===== src/rtl/ds3_lof_pkg.sv =====
package ds3_lof_pkg;

   typedef enum logic [0:0] {
      LOF_CLEAR  = 1'b0,
      LOF_ACTIVE = 1'b1
   } lof_state_e;

endpackage


===== src/rtl/lof_err_window.sv =====
module lof_err_window #(
   parameter int WIN = 16,
   parameter int TH  = 3
) (
   input  logic                       clk,
   input  logic                       rst_n,
   input  logic                       clr,
   input  logic                       upd,
   input  logic                       err,
   output logic [$clog2(WIN+1)-1:0]   cnt_o,
   output logic                       trip_o
);
   localparam int CW = $clog2(WIN + 1);

   generate
      if (WIN < 2) begin : g_bad_win
         $error("lof_err_window: WIN must be at least 2");
      end
      if (TH < 1 || TH > WIN) begin : g_bad_th
         $error("lof_err_window: TH must lie in 1..WIN");
      end
   endgenerate

   logic [WIN-1:0] hist_q;
   logic [WIN-1:0] hist_d;
   logic [CW-1:0]  pop [WIN+1];
   logic [CW-1:0]  pop_q [WIN+1];

   assign hist_d = {hist_q[WIN-2:0], err};

   // running sums over the shifted-in value and the held value
   assign pop[0]   = '0;
   assign pop_q[0] = '0;
   genvar gi;
   generate
      for (gi = 0; gi < WIN; gi++) begin : g_pop
         assign pop[gi+1]   = pop[gi]   + CW'(hist_d[gi]);
         assign pop_q[gi+1] = pop_q[gi] + CW'(hist_q[gi]);
      end
   endgenerate

   assign trip_o = upd && (pop[WIN] >= CW'(TH));
   assign cnt_o  = pop_q[WIN];

   always_ff @(posedge clk or negedge rst_n) begin
      if (!rst_n) begin
         hist_q <= '0;
      end else if (clr) begin
         hist_q <= '0;
      end else if (upd) begin
         hist_q <= hist_d;
      end
   end
endmodule


===== src/rtl/lof_alarm.sv =====
module lof_alarm
   import ds3_lof_pkg::*;
(
   input  logic clk,
   input  logic rst_n,
   input  logic set,
   input  logic clr,
   output logic lof_o
);
   lof_state_e st_q;

   always_ff @(posedge clk or negedge rst_n) begin
      if (!rst_n) begin
         st_q <= LOF_CLEAR;
      end else if (clr) begin
         st_q <= LOF_CLEAR;
      end else if (set) begin
         st_q <= LOF_ACTIVE;
      end
   end

   assign lof_o = (st_q == LOF_ACTIVE);
endmodule


===== src/rtl/ds3_lof_detect.sv =====
module ds3_lof_detect #(
   parameter int F_WIN = 16,
   parameter int F_TH  = 3,
   parameter int M_WIN = 4,
   parameter int M_TH  = 2
) (
   input  logic clk,
   input  logic rst_n,
   input  logic rx_bit,
   input  logic f_strobe,
   input  logic m_strobe,
   input  logic expect_bit,
   input  logic sync_ok,
   output logic lof
);
   localparam int FCW = $clog2(F_WIN + 1);
   localparam int MCW = $clog2(M_WIN + 1);

   logic           mismatch;
   logic           f_upd, m_upd;
   logic           f_trip, m_trip;
   logic [FCW-1:0] f_cnt;
   logic [MCW-1:0] m_cnt;

   assign mismatch = rx_bit ^ expect_bit;
   // histories freeze while the alarm is up; sync pulse takes priority
   assign f_upd = f_strobe && !lof && !sync_ok;
   assign m_upd = m_strobe && !lof && !sync_ok;

   lof_err_window #(.WIN(F_WIN), .TH(F_TH)) u_fwin (
      .clk    (clk),
      .rst_n  (rst_n),
      .clr    (sync_ok),
      .upd    (f_upd),
      .err    (mismatch),
      .cnt_o  (f_cnt),
      .trip_o (f_trip)
   );

   lof_err_window #(.WIN(M_WIN), .TH(M_TH)) u_mwin (
      .clk    (clk),
      .rst_n  (rst_n),
      .clr    (sync_ok),
      .upd    (m_upd),
      .err    (mismatch),
      .cnt_o  (m_cnt),
      .trip_o (m_trip)
   );

   lof_alarm u_alarm (
      .clk   (clk),
      .rst_n (rst_n),
      .set   (f_trip || m_trip),
      .clr   (sync_ok),
      .lof_o (lof)
   );
endmodule


===== config.mk =====
export PLATFORM = sky130hd
export DESIGN_NAME = ds3_lof_detect
export DESIGN_NICKNAME = d
export VERILOG_FILES = /design/src/rtl/ds3_lof_pkg.sv /design/src/rtl/lof_err_window.sv /design/src/rtl/lof_alarm.sv /design/src/rtl/ds3_lof_detect.sv
export SDC_FILE = /design/constraint.sdc
export NUM_CORES = 1
export LEC_CHECK = 0
export BUFFER_PORTS_ARGS = -buffer_cell sky130_fd_sc_hd__buf_4
export CORE_MARGIN = 4
export CORE_UTILIZATION = 45
export CTS_BUF_LIST = sky130_fd_sc_hd__clkbuf_4 sky130_fd_sc_hd__clkbuf_8
export DETAILED_ROUTE_END_ITERATION = 8
export PLACE_DENSITY = 0.66
export SLEW_MARGIN = 0
export SYNTH_ARGS = -nofsm -noshare
export SYNTH_HDL_FRONTEND = slang
export SYNTH_SLANG_ARGS = --single-unit

===== constraint.sdc =====
create_clock -name clk -period 4.7 [get_ports clk]
set_input_delay 0.705 -clock clk [delete_from_list [all_inputs] [get_ports clk]]
set_output_delay 0.705 -clock clk [all_outputs]
set_load 0.05 [all_outputs]

# ---- Word level (Yosys, flattened, before mapping)
# Cells that the tools add are included.
dict set report op_classes {
  reduce_logical 12
  div_mod_pow 0
  mul 0
  n_eq_ne 0
  shift 0
  n_bitwise 1
  muxes 6
  addsub 18
  order_cmp 2
}
# operator n
set ops {}
lappend ops {{5-bit by 1-bit adder with 5-bit output} 13}
lappend ops {{15-bit 2-to-1 mux} 2}
lappend ops {{2-bit by 1-bit adder with 3-bit output} 2}
lappend ops {{1-bit logical AND} 6}
lappend ops {{3-bit 2-to-1 mux} 2}
lappend ops {{2-bit nonzero test} 3}
lappend ops {{5-bit by 2-bit >= comparator with 1-bit output, second input constant} 1}
lappend ops {{1-bit by 1-bit adder with 2-bit output} 2}
lappend ops {{3-bit by 1-bit adder with 3-bit output} 1}
lappend ops {{3-bit by 2-bit >= comparator with 1-bit output, second input constant} 1}
lappend ops {{1-bit zero test} 2}
lappend ops {{1-bit 2-to-1 mux} 2}
lappend ops {{1-bit logical OR} 1}
lappend ops {{1-bit XOR} 1}
dict set report word_totals {
  latch_bits 0
  ram_bits 0
  mem_count 0
  register_bits 19
  output_inout_bits 1
  mem_bits_ro 0
}

# ---- Longest topological paths before layout
# Gate-level depths: netlist of the first run.
dict set report depth {
  ltp_word 21
  ltp_mapped 14
}

# ---- Modules after synthesis
# A second synthesis of the first run with hierarchy kept.
dict set report unflattened {
  cells_unflattened 158
  hier_area_um2 1751.7
}
# mod area_each_um2 cells_each seq_area_each_um2 n_inst
set modules_own_cells {}
lappend modules_own_cells {{lof_err_window at u_fwin} 1425.1 128 400.4 1}
lappend modules_own_cells {{lof_err_window at u_mwin} 261.5 24 100.1 1}
lappend modules_own_cells {lof_alarm 35.0 2 25.0 1}
lappend modules_own_cells {ds3_lof_detect 30.0 4 0.0 1}

# ---- Least setup slack after synthesis of the first run
# OpenSTA, ideal clock, no wires.
dict set report synth_timing {
  path_kind {input-to-reg}
  from {input port expect_bit}
  to {register u_alarm.st_q, in the netlist u_alarm.lof_o}
  stages 13
  setup_ns 0.136
  slack_ns 0.027
  arrival_ns 4.536
  path_cell_list {xnor2_1 -> fa_1 -> fa_1 -> fa_1 -> fa_1 -> fa_1 -> inv_1 -> ha_1 -> fa_1 -> a211oi_1 -> o21ai_0 -> o21ai_0 -> a21oi_1}
}
dict set report synth_via {
  elab_chain_len 20
  word_cells_on_any_way 25
  classes_between {add/sub (18); order compare (2); bitwise (1); reduce/logical (4)}
}
# element line_no
set synth_lines {}
lappend synth_lines {{from (decl)} ds3_lof_detect.sv:12} ;# input logic expect_bit,
lappend synth_lines {{1-bit XOR *} ds3_lof_detect.sv:25} ;# assign mismatch = rx_bit ^ expect_bit;
lappend synth_lines {{1-bit by 1-bit adder with 2-bit output} lof_err_window.sv:37} ;# assign pop[gi+1] = pop[gi] + CW'(hist_d[gi]);
lappend synth_lines {{2-bit by 1-bit adder with 3-bit output} lof_err_window.sv:37}
lappend synth_lines {{5-bit by 1-bit adder with 5-bit output (13 in series)} lof_err_window.sv:37}
lappend synth_lines {{5-bit by 2-bit >= comparator with 1-bit output} lof_err_window.sv:42} ;# assign trip_o = upd && (pop[WIN] >= CW'(TH));
lappend synth_lines {{1-bit logical AND} lof_err_window.sv:42}
lappend synth_lines {{1-bit logical OR *} ds3_lof_detect.sv:53} ;# .set (f_trip || m_trip),
lappend synth_lines {{2-bit nonzero test (no source line) *} n/a}
lappend synth_lines {{to (signal assigned)} lof_alarm.sv:14} ;# st_q <= LOF_CLEAR;
lappend synth_lines {{to (signal assigned)} lof_alarm.sv:16} ;# st_q <= LOF_CLEAR;
lappend synth_lines {{to (signal assigned)} lof_alarm.sv:18} ;# st_q <= LOF_ACTIVE;
lappend synth_lines {{to (decl)} lof_alarm.sv:10} ;# lof_state_e st_q;
# Mark *: on every way between the ends. The rest lies on a longest branch, timed or not.
# A chain may end at the register's enable or synchronous reset.

# ---- Worst setup path in the final report of the first run
# Same ends and word-level chain as after synthesis.

==> summary.txt, run 1 <==
Worst setup path
  – CP max FO: 2
  – Crit path capture type: flop
  – Startpoint Class: primary input
  – Critical path arrival: 4.65 ns
  – R2R depth: 13
  – Req. time, crit path: 4.89 ns
  – Critical path class: primary input to flop

Floorplanning
  – Die Area: 3540 um2
  – Top Ports: 8
  – Row cnt: 18
  – Initial Utilization: 47.7%
  – Die width: 59.5 um
  – Die Y: 59.5 um
  – Core area: 2500 um2

Timing
  – Setup-failing EPs final: 0
  – Skew final: 0.00434 ns
  – Final hold violations: 0
  – Worst Max-Slew Pin Slew: 1.13 ns
  – Max_slew headroom: 24.4%
  – Max Freq: 224 MHz
  – Post-route minimum period: 4.46 ns
  – Tcrit/Tclk final: 94.9%
  – RSZ-0062 raised after global routing: false
  – Slew Limit Fails: 0
  – Setup TNS: 0 ns

GRT
  – First-pass GRT wire length: 3930 um
  – Pin count of the biggest net entering global routing: 20
  – GRT Resource Usage Total: 15.1%
  – Grt total ovfl: 0
  – Initial antenna violation count: 0
  – Vias in the first global route: 853

Synth
  – Mapped cell area: 1190 um2
  – Main synth FF type: dfrtp_1
  – Sequential share of the synthesized area: 39.9%
  – Flops & latches, synth: 19
  – Top cells by area, synth: dfrtp_1, fa_1, nand2_1
  – Share of the synthesized area in the top cell type: 39.9%
  – Area leader, netlist: dfrtp_1
  – Fraction of registers with async set/reset: 100%
  – Post-synth EDFFs: 0
  – Post-Synthesis Cells: 130
  – Avg Cell Area, Syn: 9.17 um2
  – Library cells used by synthesis: 18
  – Yosys warning total: 0
  – Syn_nets: 153

Finish
  – # fillers: 246
  – Reg area: 475 um2
  – Most frequent cells in the layout: nand2_1, inv_1, dfrtp_1, a21oi_1, fa_1
  – Most common cell after layout, fill and taps aside: nand2_1
  – Ant diodes: 0
  – Layout cells sized above 1: 9.49%
  – Final core occ: 51.6%
  – Synth-to-layout area growth: 8.08%
  – Area of the multi-input gates: 588 um2
  – Fin nets: 161

Job
  – MaxCap Viol Count: 0

Clock tree
  – Clock Latency Late Sink: 0.30 ns
  – CTS max path bufs: 2
  – TritonCTS buffer count: 3
  – Clock slew at reported path FFs: 0.11 ns
  – CTS sink cnt: 19
  – CTS tree: done
  – Clk root buf: clkbuf_4
  – Setup bufs post-CTS: 0
  – H-tree Lvls: 1

Run status
  – Status: complete, no violations

Power
  – Leakage Power: 0.571 nW
  – Max VDD drop: 0.147 mV
  – PwrDens: 253 nW/um2

Detailed routing
  – DR pass1 iterations: 4
  – Wirelength per Cell: 12.7 um
  – Number of vias per cell: 4.87
  – Routed vias: 814
  – Post-DRT Antenna Nets: 0
  – Iter 0 DRT Violations: 23
  – DR DRC count: 0
  – Final WL: 2120 um

Placed design
  – PortBufs: 7
  – GP Congestion: 0.768
  – DP Wirelength: 1620 um

Min path
  – Hold Crit Class: primary input to async pin
## worst max-delay path, cell delays in order
cell and delay (ns):
buf_4 0.12, xnor2_2 0.18, fa_1 0.45, fa_1 0.48
fa_1 0.55, fa_1 0.44, fa_1 0.49, inv_1 0.04
ha_1 0.20, fa_1 0.44, a211oi_1 0.19, o21ai_0 0.10
o21ai_0 0.18, a21oi_1 0.09
## sequential cells by signal, summed over array words and instances, names as in the netlist
| signal | cells |
|---|---|
| u_alarm.lof_o | 1 |
| u_mwin.hist_q | 3 |
| u_fwin.hist_q | 15 |
## area by class of cell
cell class | count | area share (%)
clock buffer | 4 | 2.33
inverter | 26 | 7.57
multi-input combinational | 80 | 45.6
sequential | 19 | 36.9
tap | 30 | 2.91
timing repair buffer | 8 | 4.66
## layer usage
metal	GRT usage (%)	routed length (um)	vias to the layer above
met2	22.3	993	11
met1	21.3	1020	384
met3	2.83	64	5
li1	-	-	414
met5	0	0	-
met4	6.80	40	0
## worst paths after layout
path | from | to | slack (ns)
worst max-delay path | expect_bit | u_alarm.lof_o | 0.24
worst min-delay path | rst_n | u_fwin.hist_q[5] | 0.26
worst max register to register | u_fwin.hist_q[0] | u_alarm.lof_o | 0.42
worst min register to register | u_fwin.hist_q[14] | u_fwin.hist_q[14] | 0.54
max in group asynchronous | rst_n | u_alarm.lof_o | 4.23
min in group clk | u_fwin.hist_q[14] | u_fwin.hist_q[14] | 0.54
## report_power, final
| group | switching (mW) | leakage (nW) | internal, mW |
|---|---|---|---|
| clock network | 0.0530 | 0.0184 | 0.0389 |
| logic | 0.0400 | 0.290 | 0.0230 |
| registers | 0.00404 | 0.263 | 0.168 |
## cells by family after synthesis
group / after synthesis / share of synthesized area, %
AOI/OAI and AO/OA: 25 / 11.4
DFF: 19 / 39.9
and+or+nand+nor: 38 / 12.8
adders and majority gates: 16 / 23.7
xor gates and xnor gates: 1 / 0.735
buffers and inverters: 31 / 11.4
## through the flow
step / cell area (um2) / hold WS (ns) / worst slack (ns) / instances / total power [mW]
after floorplan: 1190 / 0.409 / 0.0273 / 130 / 0.220
after global placement: 1250 / 0.489 / -0.0415 / 163 / 0.235
after detailed placement: 1250 / 0.517 / -0.192 / 163 / 0.239
after CTS: 1280 / 0.258 / 0.144 / 167 / 0.331
after global routing: 1290 / 0.249 / 0.0411 / 167 / 0.349
final: 1290 / 0.259 / 0.238 / 167 / 0.327
## cells in the mapped netlist, types with 2 or more instances
master    count
inv_1        26
a211oi_1      3
ha_1          5
dfrtp_1      19
nand2_1      28
nor2b_1       2
buf_6         2
o21ai_0       3
fa_1         11
a21oi_1      18
nor2_1        6
## what timing repair did
item | CTS | global route
gates resized for setup | 0 | 1
hold buffers | 0 | 0
endpoints found under the setup margin | 0 | 1
(Power assumes the default switching activity.)
==> run 2, diff against run 1 <==
Settings changed: CORE_UTILIZATION 45 to 31, PLACE_DENSITY 0.66 to 0.5.
==> summary.txt, run 2 (synthesis results as in run 1) <==
Worst setup path
  – Critical path arrival: 4.59 ns (-0.06 ns)
  – CP peak stage delay: 0.52 ns (-0.03 ns)
  – CP max FO: 2 (unchanged)
  – Worst path top cell family by delay: adder cells
  – Startpoint Class: primary input
  – CP most frequent cell: fa_1
  – Worst-path cell chain: buf_4 -> xnor2_2 -> fa_1 -> fa_1 -> fa_1 -> fa_1 -> fa_1 -> inv_1 -> ha_1 -> fa_1 -> a211oi_1 -> o21ai_0 -> o21ai_1 -> a21oi_1
  – Req. time, crit path: 4.84 ns (-0.05 ns)
  – R2R depth: 13 (unchanged)
  – Worst reg2reg setup slack: 0.49 ns (+0.07 ns)
  – Reg-to-reg startpoint: u_fwin.hist_q[0]
  – Worst Path Buf+Inv: 2 (unchanged)
  – FF-to-FF End: u_alarm.lof_o
  – Critical-path top delay cell: fa_1
  – Critical path class: primary input to flop
  – Crit path capture type: flop

Floorplanning
  – Top Ports: 8 (unchanged)
  – Die Area: 4900 um2 (+39%)
  – Initial Utilization: 32.3% (-15 points)
  – Die width: 70.0 um (+18%)
  – Core area: 3690 um2 (+48%)
  – Row cnt: 22 (+4)
  – Die Y: 70.0 um (+18%)

Placed design
  – DP Wirelength: 1660 um (+2.6%)
  – Worst slack, placed: -0.156 ns (+0.0350 ns)
  – PortBufs: 7 (unchanged)
  – DP Area: 1270 um2 (+1.8%)
  – GP Congestion: 0.749 (-2.4%)

Min path
  – Hold Crit Class: primary input to async pin

Timing
  – Skew final: 0.00228 ns (-0.00205 ns)
  – Setup-failing EPs final: 0 (unchanged)
  – Max Freq: 225 MHz (+0.24%)
  – Max_slew headroom: 23.8% (-0.61 points)
  – Tcrit/Tclk final: 94.7% (-0.23 points)
  – RSZ-0062 raised after global routing: false
  – Setup TNS: 0 ns (unchanged)
  – Hold_ws: 0.309 ns (+0.0507 ns)
  – Worst Max-Slew Pin Slew: 1.14 ns (+0.00919 ns)
  – Post-route minimum period: 4.45 ns (-0.0106 ns)
  – Final hold violations: 0 (unchanged)
  – Worst setup margin: 0.249 ns (+0.0106 ns)
  – Slew Limit Fails: 0 (unchanged)

Power
  – Overall power: 347 uW (+6.3%)
  – Max VDD drop: 0.155 mV (+5.3%)
  – Leakage Power: 0.578 nW (+1.2%)
  – PwrDens: 261 nW/um2 (+3.2%)

Job
  – MaxCap Viol Count: 0 (unchanged)

Clock tree
  – Clk root buf: clkbuf_8
  – Clock slew at reported path FFs: 0.07 ns (-0.04 ns)
  – Hold-fix buffers, CTS: 0 (unchanged)
  – TritonCTS buffer count: 3 (unchanged)
  – CTS sink cnt: 19 (unchanged)
  – Clock Latency Late Sink: 0.26 ns (-0.04 ns)
  – CTS tree: done
  – CTS max path bufs: 2 (unchanged)
  – H-tree Lvls: 1 (unchanged)

Detailed routing
  – Routed vias: 816 (+0.25%)
  – DR pass1 iterations: 4 (unchanged)
  – Post-DRT Antenna Nets: 0 (unchanged)
  – DR DRC count: 0 (unchanged)
  – Wirelength per Cell: 11.4 um (-9.9%)
  – Final WL: 2120 um (-0.14%)
  – Number of vias per cell: 4.41 (-9.5%)
  – Iter 0 DRT Violations: 18 (-22%)

Run status
  – Status: complete, no violations

GRT
  – Grt total ovfl: 0 (unchanged)
  – GRT Resource Usage Total: 10.3% (-4.8 points)
  – Initial antenna violation count: 0 (unchanged)
  – Vias in the first global route: 874 (+2.5%)
  – First-pass GRT wire length: 4010 um (+1.9%)
  – Pin count of the biggest net entering global routing: 20 (unchanged)

Finish
  – Fin nets: 161 (unchanged)
  – Layout cells sized above 1: 9.49% (unchanged)
  – Final Instance Area: 1330 um2 (+3.0%)
  – Most frequent cells in the layout: nand2_1, inv_1, dfrtp_1, a21oi_1, fa_1
  – Most common cell after layout, fill and taps aside: nand2_1
  – Max reg flops: 15 (unchanged)
  – Ant diodes: 0 (unchanged)
  – Synth-to-layout area growth: 11.3%
  – Top reg by flops: u_fwin.hist_q
run 2: cell types whose count changed in the layout (fill, tap and decap cells not counted):
cell	before	now
o21ai_1	0	1
clkbuf_8	0	3
o21ai_0	3	2
clkinv_2	0	1
clkbuf_4	4	0
run 2: power by group:
group | switching (mW) | internal, mW
clock network | 0.0546 | 0.0590
logic | 0.0391 | 0.0226
registers | 0.00400 | 0.168
run 2: worst max-delay path by stage:
stage,startpoint,to,cells after the start
5_1_grt,expect_bit,u_alarm.lof_o,14
6_report,expect_bit,u_alarm.lof_o,14
2_1_floorplan,expect_bit,u_alarm.lof_o,13
4_1_cts,expect_bit,u_alarm.lof_o,14
3_3_place_gp,expect_bit,u_alarm.lof_o,14
3_5_place_dp,expect_bit,u_alarm.lof_o,14
run 2: layer usage:
layer	GRT usage [%]	vias up	wire length [um]
li1	-	410	-
met4	5.74	0	51
met3	1.73	5	43
met5	0	-	0
met2	16.2	9	995
met1	13.3	392	1030
run 2: worst register-to-register path, delay by kind of cell, from the launching register on:
family / cells / cell delay [ns]
fa+ha+maj: 7 / 3.10
compound gates: 4 / 0.53
flops: 1 / 0.37
buf+inv: 2 / 0.11
run 2: layout make-up:
type	count	area [um2]
multi-input combinational	80	588
timing repair buffer	8	60.1
fill	404	2360
clock buffer	3	41.3
sequential	19	475
clock inverter	1	5.00
inverter	26	97.6
tap	48	60.1
run 2: what timing repair did:
item | CTS | global route
endpoints found under the hold margin | 0 | 0
setup endpoints to repair | 0 | 1
resized for setup | 0 | 2
setup buffers | 0 | 0
run 2: stage by stage:
stage          cells  util, %
2_1_floorplan    130        -
3_3_place_gp     181     34.5
3_5_place_dp     181     34.5
4_1_cts          185     35.8
5_1_grt          185     36.0
6_report         185     36.0
==> run 3, diff against run 2 <==
Settings changed: BUFFER_PORTS_ARGS -buffer_cell sky130_fd_sc_hd__buf_4 to not set, DONT_BUFFER_PORTS set to 1, PLACE_DENSITY 0.5 to 0.49, SLEW_MARGIN 0 to 10, SYNTH_HIERARCHICAL set to 1.
==> summary.txt, run 3 <==
Worst setup path
  – Crit path depth: 14 (unchanged)
  – Worst Path Buf+Inv: 2 (unchanged)
  – R2R depth: 13 (unchanged)
  – Critical path arrival: 4.57 ns (-0.02 ns)
  – CP max FO: 2 (unchanged)
  – FF-to-FF End: u_alarm/lof_o
  – CP most frequent cell: fa_1
  – Critical path class: primary input to flop
  – Worst reg2reg setup slack: 0.61 ns (+0.12 ns)
  – Worst Setup EP: u_alarm/lof_o
  – CP peak stage delay: 0.57 ns (+0.05 ns)
  – Crit. Startpoint: expect_bit
  – Worst path top cell family by delay: adder cells
  – Req. time, crit path: 4.85 ns (about the same)
  – Reg-to-reg startpoint: u_fwin/hist_q[2]
  – Worst-path cell chain: xor2_1 -> inv_1 -> fa_1 -> fa_1 -> fa_1 -> fa_1 -> inv_1 -> ha_1 -> fa_1 -> nor2b_4 -> a2111oi_4 -> a21boi_1 -> or2_1 -> o21ba_1
  – Critical-path top delay cell: fa_1
  – Startpoint Class: primary input
  – Crit path capture type: flop

Floorplanning
  – Die Area: 5170 um2 (+5.5%)
  – Die Y: 71.9 um (+2.7%)
  – Top Ports: 8 (unchanged)
  – Initial Utilization: 33.3% (+1.0 points)
  – Core area: 3800 um2 (+3.0%)
  – Row cnt: 22 (unchanged)
  – Die width: 71.9 um (+2.7%)

Timing
  – Post-route minimum period: 4.42 ns (-0.0265 ns)
  – Setup TNS: 0 ns (unchanged)
  – Final hold violations: 0 (unchanged)
  – Worst Max-Slew Pin Slew: 0.730 ns (-0.410 ns)
  – Max Freq: 226 MHz (+0.60%)
  – Tcrit/Tclk final: 94.1% (-0.56 points)
  – Slew Limit Fails: 0 (unchanged)
  – Worst setup margin: 0.275 ns (+0.0265 ns)
  – RSZ-0062 raised after global routing: false
  – Max_slew headroom: 51.2% (+27 points)
  – Skew final: 0.00180 ns (-0.000480 ns)
  – Setup-failing EPs final: 0 (unchanged)
  – Hold_ws: 0.136 ns (-0.173 ns)

Clock tree
  – CTS tree: done
  – Setup bufs post-CTS: 0 (unchanged)
  – Post-cts sizing count: 0 (unchanged)
  – Clock slew at reported path FFs: 0.07 ns (about the same)
  – Hold-fix buffers, CTS: 0 (unchanged)
  – Clk root buf: clkbuf_8
  – Clock Latency Late Sink: 0.25 ns (about the same)
  – TritonCTS buffer count: 3 (unchanged)
  – CTS max path bufs: 2 (unchanged)
  – CTS sink cnt: 19 (unchanged)
  – H-tree Lvls: 1 (unchanged)

Placed design
  – DP Area: 1290 um2 (+1.6%)
  – GP Congestion: 0.677 (-9.6%)
  – Worst slack, placed: -0.00841 ns (+0.148 ns)
  – Placed Cells: 158 (-13%)
  – PortBufs: 0 (-7)
  – DP Wirelength: 1530 um (-8.0%)

Finish
  – Max reg flops: 15 (unchanged)
  – Layout Cells excl Fill: 162 (-12%)
  – Most common cell after layout, fill and taps aside: inv_1
  – Most frequent cells in the layout: inv_1, dfrtp_1, mux2i_1, nor2_1, fa_1
  – Fin nets: 138 (-14%)
  – Layout cells sized above 1: 7.89% (-1.6 points)
  – # fillers: 380 (-5.9%)
  – Reg area: 475 um2 (unchanged)
  – Final core occ: 35.3% (-0.65 points)
  – Ant diodes: 0 (unchanged)
  – Top reg by flops: u_fwin/hist_q
  – Final Instance Area: 1340 um2 (+1.1%)
  – Area of the multi-input gates: 653 um2 (+11%)
  – Synth-to-layout area growth: 6.03%

GRT
  – Grt total ovfl: 0 (unchanged)
  – First-pass GRT wire length: 3730 um (-7.0%)
  – Initial antenna violation count: 0 (unchanged)
  – Vias in the first global route: 795 (-9.0%)
  – Pin count of the biggest net entering global routing: 22 (+10%)
  – GRT Resource Usage Total: 9.21% (-1.1 points)

Detailed routing
  – Wirelength per Cell: 12.2 um (+6.6%)
  – Iter 0 DRT Violations: 40 (+22)
  – Routed vias: 701 (-14%)
  – DR pass1 iterations: 4 (unchanged)
  – Final WL: 1980 um (-6.6%)
  – Number of vias per cell: 4.33 (-1.9%)
  – DR DRC count: 0 (unchanged)
  – Post-DRT Antenna Nets: 0 (unchanged)

Power
  – Comb power frac: 9.2% (-8.6 points)
  – Clk network pwr share: 37.8% (+5.1 points)
  – Switch share: 22.5% (-5.6 points)
  – Max VDD drop: 0.111 mV (-28%)
  – Leakage Power: 0.637 nW (+10%)
  – Seq pwr share: 52.9% (+3.4 points)
  – PwrDens: 236 nW/um2 (-9.8%)
  – Sw Pwr: 71.4 uW (-27%)
  – Internal Power: 245 uW (-1.6%)
  – Overall power: 317 uW (-8.7%)

Synth
  – Mapped cell area: 1270 um2 (+6.2%)
  – Syn_nets: 136 (-11%)
  – Post-Synthesis Cells: 113 (-13%)
  – Avg Cell Area, Syn: 11.2 um2 (+22%)
  – Yosys warning total: 6 (+6)

Min path
  – Hold Crit Class: primary input to async pin

Job
  – MaxCap Viol Count: 0 (unchanged)

Run status
  – Status: complete, no violations
## run 3: changes by cell type in the layout (fill, tap and decap cells not counted), moves of 3 or more
cell / before / now
a211oi_1: 3 / 0
nand2_1: 28 / 0
mux2i_1: 0 / 18
buf_4: 8 / 2
nor2_1: 6 / 18
a21oi_1: 18 / 1
## run 3: power groups by stage
stage          Clock (mW)  Sequential, mW  Combinational, mW
2_1_floorplan           0           0.170             0.0290
3_3_place_gp            0           0.171             0.0286
3_5_place_dp            0           0.171             0.0298
4_1_cts             0.124           0.168             0.0299
5_1_grt             0.131           0.168             0.0329
6_report            0.120           0.168             0.0293
## run 3: worst min path at each step
stage / slack [ns] / endpoint / start / depth (start not counted)
4_1_cts: 0.13 / u_fwin/hist_q[10] / rst_n / 0
3_3_place_gp: 0.41 / u_fwin/hist_q[10] / rst_n / 0
2_1_floorplan: 0.41 / u_alarm/lof_o / rst_n / 0
6_report: 0.14 / u_fwin/hist_q[10] / rst_n / 0
5_1_grt: 0.12 / u_fwin/hist_q[11] / rst_n / 0
3_5_place_dp: 0.41 / u_fwin/hist_q[10] / rst_n / 0
## run 3: routing by layer
metal,part of all wire [%],global-route usage (%),up-vias
li1,-,-,344
met1,51,12.9,347
met2,45,13.0,5
met3,2.3,2.22,5
met4,2.3,5.22,0
met5,0,0,-
## run 3: cell type report
class                   instances  area share [%]
clock buffers                   4            3.63
repair buffers                  2            1.12
multi-input cells              65            48.6
well taps                      48            4.47
flip-flops and latches         19            35.4
inverters                      24            6.71
